--- src/rtl/burst_serial_tx.sv ---
module burst_serial_tx #(
  parameter int DATA_W   = 8,
  parameter int GAP_BITS = 9,
  parameter int BRK_MIN  = 12,
  parameter int LEN_W    = 16
) (
  input  logic              clk,
  input  logic              rst_n,
  input  logic              bit_tick,
  input  logic              in_valid,
  input  logic [DATA_W-1:0] in_data,
  output logic              in_ready,
  input  logic              brk_req,
  input  logic [LEN_W-1:0]  brk_len,
  input  logic              esc_req,
  output logic              tx_line
);
  localparam int SEQ_W = DATA_W + 2;
  localparam int CNT_W = $clog2(SEQ_W + 1);

  typedef enum logic [1:0] {S_IDLE, S_SEND, S_TAIL, S_BRK} state_t;

  state_t           state;
  logic [SEQ_W-1:0] seq_q;
  logic [CNT_W-1:0] left_q;
  logic [LEN_W-1:0] cnt_q;
  logic             tx_q, brk_pend, esc_pend;

  wire can_start = (state == S_IDLE) || (state == S_TAIL && cnt_q == '0);
  wire boundary  = (state == S_SEND) && (left_q == '0);
  wire all_one   = &in_data;
  wire all_zero  = ~|in_data;

  wire [SEQ_W-1:0] seq_dat = {1'b0, ~all_one, in_data};
  wire [SEQ_W-1:0] seq_esc = {1'b1, 1'b0, {DATA_W{1'b0}}};
  wire [SEQ_W-1:0] nxt_seq = esc_pend ? seq_esc : seq_dat;
  wire [CNT_W-1:0] nxt_len = esc_pend ? CNT_W'(SEQ_W)
                           : (all_one || all_zero) ? CNT_W'(DATA_W + 1) : CNT_W'(DATA_W);
  wire [LEN_W-1:0] brk_eff = (brk_len < LEN_W'(BRK_MIN)) ? LEN_W'(BRK_MIN) : brk_len;

  assign in_ready = bit_tick && !esc_pend && ((can_start && !brk_pend) || boundary);
  assign tx_line  = tx_q;

  always_ff @(posedge clk) begin
    if (!rst_n) begin
      state    <= S_IDLE;
      seq_q    <= '0;
      left_q   <= '0;
      cnt_q    <= '0;
      tx_q     <= 1'b1;
      brk_pend <= 1'b0;
      esc_pend <= 1'b0;
    end else begin
      if (bit_tick) begin
        if (can_start) begin
          if (brk_pend) begin
            state    <= S_BRK;
            tx_q     <= 1'b0;
            cnt_q    <= brk_eff - 1'b1;
            brk_pend <= 1'b0;
          end else if (esc_pend || in_valid) begin
            state    <= S_SEND;
            tx_q     <= 1'b0;
            seq_q    <= nxt_seq;
            left_q   <= nxt_len;
            esc_pend <= 1'b0;
          end else if (state == S_TAIL) begin
            state <= S_IDLE;
          end
        end else begin
          case (state)
            S_SEND: begin
              if (left_q != '0) begin
                tx_q   <= seq_q[0];
                seq_q  <= seq_q >> 1;
                left_q <= left_q - 1'b1;
              end else if (esc_pend || in_valid) begin
                tx_q     <= nxt_seq[0];
                seq_q    <= nxt_seq >> 1;
                left_q   <= nxt_len - 1'b1;
                esc_pend <= 1'b0;
              end else begin
                state <= S_TAIL;
                tx_q  <= 1'b1;
                cnt_q <= LEN_W'(GAP_BITS - 1);
              end
            end
            S_TAIL: cnt_q <= cnt_q - 1'b1;
            S_BRK: begin
              if (cnt_q != '0) begin
                cnt_q <= cnt_q - 1'b1;
              end else begin
                state <= S_TAIL;
                tx_q  <= 1'b1;
                cnt_q <= LEN_W'(GAP_BITS - 1);
              end
            end
            default: state <= S_IDLE;
          endcase
        end
      end
      if (esc_req) esc_pend <= 1'b1;
      if (brk_req) brk_pend <= 1'b1;
    end
  end

  AST_IDLE_MARK: assert property (@(posedge clk) disable iff (!rst_n)
    state == S_IDLE |-> tx_line);
  AST_TICK_PACED: assert property (@(posedge clk) disable iff (!rst_n)
    !bit_tick |=> $stable(tx_line));
  AST_GAP_MARK: assert property (@(posedge clk) disable iff (!rst_n)
    state == S_TAIL |-> tx_line);
  AST_BRK_SPACE: assert property (@(posedge clk) disable iff (!rst_n)
    state == S_BRK |-> !tx_line);
  AST_BRK_IDLE_ONLY: assert property (@(posedge clk) disable iff (!rst_n)
    (state == S_BRK && $past(state) != S_BRK) |-> $past(can_start));
  AST_READY_ON_TICK: assert property (@(posedge clk) disable iff (!rst_n)
    in_ready |-> bit_tick);
endmodule

--- config.mk ---
export PLATFORM = sky130hd
export DESIGN_NAME = burst_serial_tx
export DESIGN_NICKNAME = d
export VERILOG_FILES = /design/src/rtl/burst_serial_tx.sv
export SDC_FILE = /design/constraint.sdc
export NUM_CORES = 1
export LEC_CHECK = 0
export CORE_MARGIN = 1
export CORE_UTILIZATION = 40
export CTS_BUF_LIST = sky130_fd_sc_hd__clkbuf_16
export CTS_CLUSTER_DIAMETER = 60
export DETAILED_ROUTE_END_ITERATION = 10
export GPL_TIMING_DRIVEN = 0
export SYNTH_ARGS = -nofsm -noshare
export SYNTH_HDL_FRONTEND = slang
export SYNTH_SLANG_ARGS = --single-unit
--- constraint.sdc ---
create_clock -name clk -period 5.31 [get_ports clk]
set_input_delay 0.531 -clock clk [delete_from_list [all_inputs] [get_ports clk]]
set_output_delay 0.531 -clock clk [all_outputs]
set_load 0.02 [all_outputs]
==> results of run 1 <==
## cell families (layout without fill, tap and decap cells)
logic type      after synthesis  in the layout
flops                        35             35
compound gates              135            135
buf+inv                      37             73
fa+ha+maj                     3              3
simple gates                140            140
mux                           9              9
xor+xnor                      4              4
## routing by layer
layer	up-vias	routed length (microns)	share of wire [%]	global-route usage, %
li1	1519	-	-	-
met5	-	0	0	0
met1	1532	4100	45	31.6
met2	85	4400	48	45.4
met4	0	191	2.1	6.67
met3	23	409	4.5	3.18
## how the worst min path moves through the flow
stage / to / slack [ns]
detailed placement: seq_q[8] / 0.47
finish: seq_q[8] / 0.48
CTS: seq_q[8] / 0.48
global placement: seq_q[8] / 0.46
global route: cnt_q[4] / 0.51
floorplan: seq_q[9] / 0.44
## state kept, by name, indices dropped and copies added, names as in the netlist
signal	flops
state	2
left_q	4
esc_pend	1
cnt_q	16
seq_q	10
brk_pend	1
tx_line	1
## through the flow
stage | cell area (sq um) | util, % | hold WS [ns] | std cells | setup slack (ns)
finish | 3360 | 49.5 | 0.476 | 495 | 1.21
global route | 3360 | 49.5 | 0.507 | 495 | 0.929
CTS | 3360 | 49.5 | 0.478 | 495 | 1.33
detailed placement | 3230 | 47.5 | 0.469 | 488 | 1.07
global placement | 3230 | 47.5 | 0.465 | 488 | 1.06
floorplan | 2820 | - | 0.442 | 363 | 2.12
## cell usage after synthesis, types with 7 or more instances
master	n	area, sq um
or4_1	8	60.1
nor2b_1	8	50.1
nor2_1	26	97.6
or3_1	7	43.8
clkbuf_1	23	86.3
nor3_1	11	55.1
inv_1	8	30.0
nand4_1	8	50.1
nand2_1	29	109
a311o_1	8	80.1
a211oi_1	7	52.6
o21a_1	8	60.1
a21oi_1	26	130
dfxtp_1	35	701
nor4_1	17	106
o21ai_0	10	50.1
## power by group
group / internal, mW / total (mW) / switching [mW]
clock network: 0.169 / 0.280 / 0.112
logic: 0.250 / 0.644 / 0.395
registers: 0.304 / 0.344 / 0.0399
total: 0.723 / 1.27 / 0.546
## layout by cell type, fill, tap and decap left out, types with 7 or more instances in the layout
| cell type | Yosys | routed |
|---|---|---|
| nand4_1 | 8 | 8 |
| nor4_1 | 17 | 17 |
| or4_1 | 8 | 8 |
| inv_1 | 8 | 8 |
| nand2_1 | 29 | 29 |
| clkbuf_1 | 23 | 23 |
| or3_1 | 7 | 7 |
| nor2_1 | 26 | 26 |
| a311o_1 | 8 | 8 |
| a21oi_1 | 26 | 26 |
| nor3_1 | 11 | 11 |
| o21a_1 | 8 | 8 |
| clkdlybuf4s50_1 | 0 | 29 |
| a211oi_1 | 7 | 7 |
| nor2b_1 | 8 | 8 |
| o21ai_0 | 10 | 10 |
| dfxtp_1 | 35 | 35 |
## critical path: cells and delay by family
family          cells  cell delay, ns
simple gates        4            1.71
fa+ha+maj           1            0.22
compound gates      4            1.24
buf+inv             1            0.52
## area by class of cell
class                      count  area (sq um)
timing repair buffer          29           290
clock inverter                 2          8.76
inverter                       9          33.8
multi-input combinational    291          1960
buffer                        28           129
tap                           96           120
fill                         692          3430
clock buffer                   5           125
sequential                    35           701
==> flow_metrics.py, run 1 <==
metrics = {
    "run_status": {
        "outcome": "completed",
    },
    "die": {
        "die_h_microns": 86.0,
        "die_w_microns": 86.0,
        "core_area_sq_um": 6790,
        "start_util_pct": 41.5,
        "io_pins": 32,
        "rows": 30,
        "die_area_sq_um": 7390,
    },
    "grt": {
        "grt_max_degree": 11,
        "antenna_found_initial": 0,
        "grt.overflow.total": 0,
        "grt_usage_pct": 25.3,
        "grt_pass1_vias": 2963,
        "grt_first_pass_wirelength_mm": 14.7,
    },
    "placement": {
        "gp_congestion": 0.915,
        "io_buffers": 29,
        "dp.final_hpwl_mm": 6.81,
    },
    "timing": {
        "rsz0062_at_grt": "no",
        "slew_viol_final": 0,
        "relSlewSlack_pct": 36.2,
        "clock_skew_ns": 0.00595,
        "fin_crit_ns": 4.10,
        "final.setup.tns_ns": 0,
        "hold_viol_final": 0,
        "worstMarginPinSlew_ns": 0.949,
        "fin_crit_sh_pct": 77.2,
        "setup_viol": 0,
        "clock.fmax_mhz": 244,
    },
    "synthesis": {
        "yosysWarnings": 0,
        "synth-xor-area-share_pct": 1.24,
        "synth_fp_nets": 396,
        "ys.flop_type": "dfxtp_1",
        "ys_types": 69,
        "synthAdderAreaFrac_pct": 1.33,
        "yosys_register_bits": 35,
        "synthSimpleGateAreaFrac_pct": 26.8,
        "synth-compound-area-share_pct": 36.7,
        "synth-seq-area-share_pct": 24.9,
        "syn_avg_cell_area_sq_um": 7.77,
        "syn_inst": 363,
        "synth-edff-count": 0,
        "synth.area.mux_share_pct": 3.33,
        "synth_top_family_by_area": "compound AO/OA/AOI/OAI gates",
        "synthArstFlopShare_pct": 0,
        "netlist_area_sq_um": 2820,
    },
    "clock_network": {
        "clk_pin_slew_worst_paths_ns": 0.06,
        "clock-sinks": 35,
        "clk_latency_ns": 0.28,
        "htreeDepth": 2,
        "clock_path_buffers": 2,
        "numCtsBuffers": 5,
        "root_buffer": "clkbuf_16",
        "postCtsSetupBuffers": 0,
        "cts_tree": "built",
        "hold_buffers": 0,
        "post_cts_resize_count": 0,
    },
    "worst_setup_path": {
        "arrival_ns": 4.23,
        "worstPathRequired_ns": 5.44,
        "crit_path_start_kind": "primary input",
        "reg2reg_slack_ns": 2.01,
        "worstPathCellList": "clkdlybuf4s50_1, nor4_1, nand4_1, nand2_1, ha_1, nor3b_1, o311ai_0, o41a_1, o2111ai_1, a41oi_1",
        "critPathCaptureType": "flip-flop",
        "r2r_start": "cnt_q[0]",
        "path_class": "in2reg",
        "regToRegEndpoint": "left_q[0]",
        "crit_fanout": 7,
        "crit_start": "brk_len[8]",
        "critical_path.endpoint": "cnt_q[10]",
        "cp_slowest_cell": "nor4_1",
        "cp_slowest_stage_delay_ns": 0.82,
        "r2r_cells": 9,
    },
    "detailed_routing": {
        "detail_route.wl_per_cell_microns": 18.4,
        "drt-total-wl_mm": 9.11,
        "drt_iter0_markers": 257,
        "drt-pass1-iter-count": 5,
        "vias_per_cell": 6.38,
        "vias": 3159,
        "ant_nets": 0,
        "drc": 0,
    },
    "min_path": {
        "min_path_cells": 2,
        "min_from": "seq_q[8]",
        "hp-class": "reg2reg",
    },
    "final_layout": {
        "n_antenna_cell": 0,
        "drive_above_1_share_pct": 7.27,
        "syn_to_final_growth_pct": 19.3,
        "fin_nets": 432,
    },
    "power_and_ir_drop": {
        "power.leakage_nw": 1.12,
        "power_density_nw_per_um2": 377,
        "power.total_mw": 1.27,
        "vdd_ir_drop_max_mv": 0.151,
    },
    "flow_run": {
        "max-cap-violations": 0,
    },
}
No activity file was read; power rests on OpenSTA's default activity.
==> run 2: changes to the inputs <==
- clock period: 5.31 -> 3.8 ns (I/O delays scaled with it)
==> run 2 against run 1 <==
Clock skew shrank 0.00085 ns. Largest power group unchanged. First-iteration DRC count is 5.8% lower. Global-route usage unchanged. Clock power is 40% higher.
==> flow_metrics.py, run 2 (synthesized netlist as in run 1, its figures left out) <==
metrics = {
    "run_status": {
        "outcome": "completed",
    },
    "timing": {
        "timing.hold.ws_ns": 0.481,
        "fin_crit_ns": 3.55,
        "relSlewSlack_pct": 44.3,
        "slew_viol_final": 0,
        "clock_skew_ns": 0.00510,
        "setup_viol": 0,
        "final.setup.tns_ns": 0,
        "clock.fmax_mhz": 282,
        "hold_viol_final": 0,
        "worstMarginPinSlew_ns": 0.828,
        "fin_crit_sh_pct": 93.4,
        "rsz0062_at_grt": "no",
    },
    "worst_setup_path": {
        "worstPathRequired_ns": 3.95,
        "path_class": "in2reg",
        "worstPathCellList": "clkdlybuf4s50_1, nor4_1, nand4_1, nand2_1, ha_1, or3b_2, clkbuf_1, o31ai_1, a221oi_1, o41ai_1, a21oi_1",
        "arrival_ns": 3.70,
        "crit_fanout": 7,
        "r2r_start": "cnt_q[0]",
        "crit_start": "brk_len[12]",
        "cp_slowest_cell": "nor4_1",
        "critPathCaptureType": "flip-flop",
        "crit_path_start_kind": "primary input",
        "cp_slowest_stage_delay_ns": 0.57,
    },
    "clock_network": {
        "numCtsBuffers": 5,
        "cts_tree": "built",
        "htreeDepth": 2,
        "clk_pin_slew_worst_paths_ns": 0.06,
        "hold_buffers": 0,
        "postCtsSetupBuffers": 0,
        "root_buffer": "clkbuf_16",
        "clock-sinks": 35,
        "clk_latency_ns": 0.28,
        "clock_path_buffers": 2,
    },
    "power_and_ir_drop": {
        "vdd_ir_drop_max_mv": 0.210,
        "power_density_nw_per_um2": 524,
        "power.leakage_nw": 1.15,
        "power.total_mw": 1.78,
    },
    "detailed_routing": {
        "vias_per_cell": 6.37,
        "vias": 3155,
        "ant_nets": 0,
        "detail_route.wl_per_cell_microns": 18.5,
        "drt_iter0_markers": 242,
        "drc": 0,
        "drt-pass1-iter-count": 6,
        "drt-total-wl_mm": 9.14,
    },
    "final_layout": {
        "final_cell_mix": "dfxtp_1, nand2_1, clkdlybuf4s50_1",
        "syn_to_final_growth_pct": 20.4,
        "fill_cells": 687,
        "top_register": "cnt_q",
        "reg_top3": "cnt_q x16, seq_q x10, left_q x4",
        "fin_nets": 432,
        "final_common_cell": "dfxtp_1",
        "drive_above_1_share_pct": 7.77,
        "fin_area_sq_um": 3390,
        "largest_register_ffs": 16,
        "n_antenna_cell": 0,
    },
    "placement": {
        "dp.final_hpwl_mm": 6.81,
        "gp_congestion": 0.915,
        "post_dp_cell_area_sq_um": 3230,
        "io_buffers": 29,
    },
    "flow_run": {
        "max-cap-violations": 0,
    },
    "grt": {
        "grt.overflow.total": 0,
        "grt_first_pass_wirelength_mm": 14.7,
        "grt_usage_pct": 25.3,
        "grt_pass1_vias": 2963,
        "antenna_found_initial": 0,
        "grt_max_degree": 11,
    },
    "min_path": {
        "min_from": "seq_q[7]",
        "hp-class": "reg2reg",
    },
    "die": {
        "die_area_sq_um": 7390,
        "die_w_microns": 86.0,
        "io_pins": 32,
        "start_util_pct": 41.5,
        "core_area_sq_um": 6790,
        "rows": 30,
        "die_h_microns": 86.0,
    },
}
[run 2: path summary, 6_finish.rpt]
check / end / slack (ns) / depth (start not counted)
setup / recovery: cnt_q[6] / 0.25 / 11
hold / removal: seq_q[7] / 0.48 / 2
hold reg to reg: seq_q[7] / 0.48 / 2
setup reg to reg: left_q[0] / 0.49 / 9
[run 2: through the flow]
stage	utilization, %	setup WS [ns]	instances
floorplan	-	0.761	363
detailed placement	47.5	-0.288	488
CTS	49.6	0.0106	495
global route	49.9	0.0608	495
global placement	47.5	-0.297	488
finish	49.9	0.252	495
[run 2: where the power goes]
group	switching, mW	internal, mW
clock network	0.155	0.236
logic	0.557	0.350
registers	0.0553	0.425
[run 2: critical path: cells and delay by family]
kind,cells,cell delay [ns]
simple gates,4,1.46
buf+inv,2,0.68
compound gates,4,0.95
fa+ha+maj,1,0.22
[run 2: layout make-up]
| class | count | area [sq um] | area share, % |
|---|---|---|---|
| repair buffers | 29 | 293 | 8.63 |
| flip-flops and latches | 35 | 701 | 20.6 |
| clock inverters | 2 | 8.76 | 0.258 |
| multi-input cells | 291 | 1980 | 58.4 |
| plain buffers | 28 | 129 | 3.80 |
| clock buffers | 5 | 125 | 3.69 |
| inverters | 9 | 33.8 | 0.996 |
| well taps | 96 | 120 | 3.54 |
[run 2: metal layers]
| layer | GRT usage, % | vias to the layer above | wire length [microns] |
|---|---|---|---|
| met5 | 0 | - | 0 |
| met4 | 6.67 | 0 | 158 |
| met3 | 3.18 | 18 | 507 |
| met2 | 45.4 | 110 | 4430 |
| met1 | 31.6 | 1505 | 4040 |
| li1 | - | 1522 | - |
[run 2: timing repair]
action	4_1_cts	5_1_grt
setup endpoints to repair	1	4
cloned	0	0
pin swaps	0	0
gates resized for setup	1	4
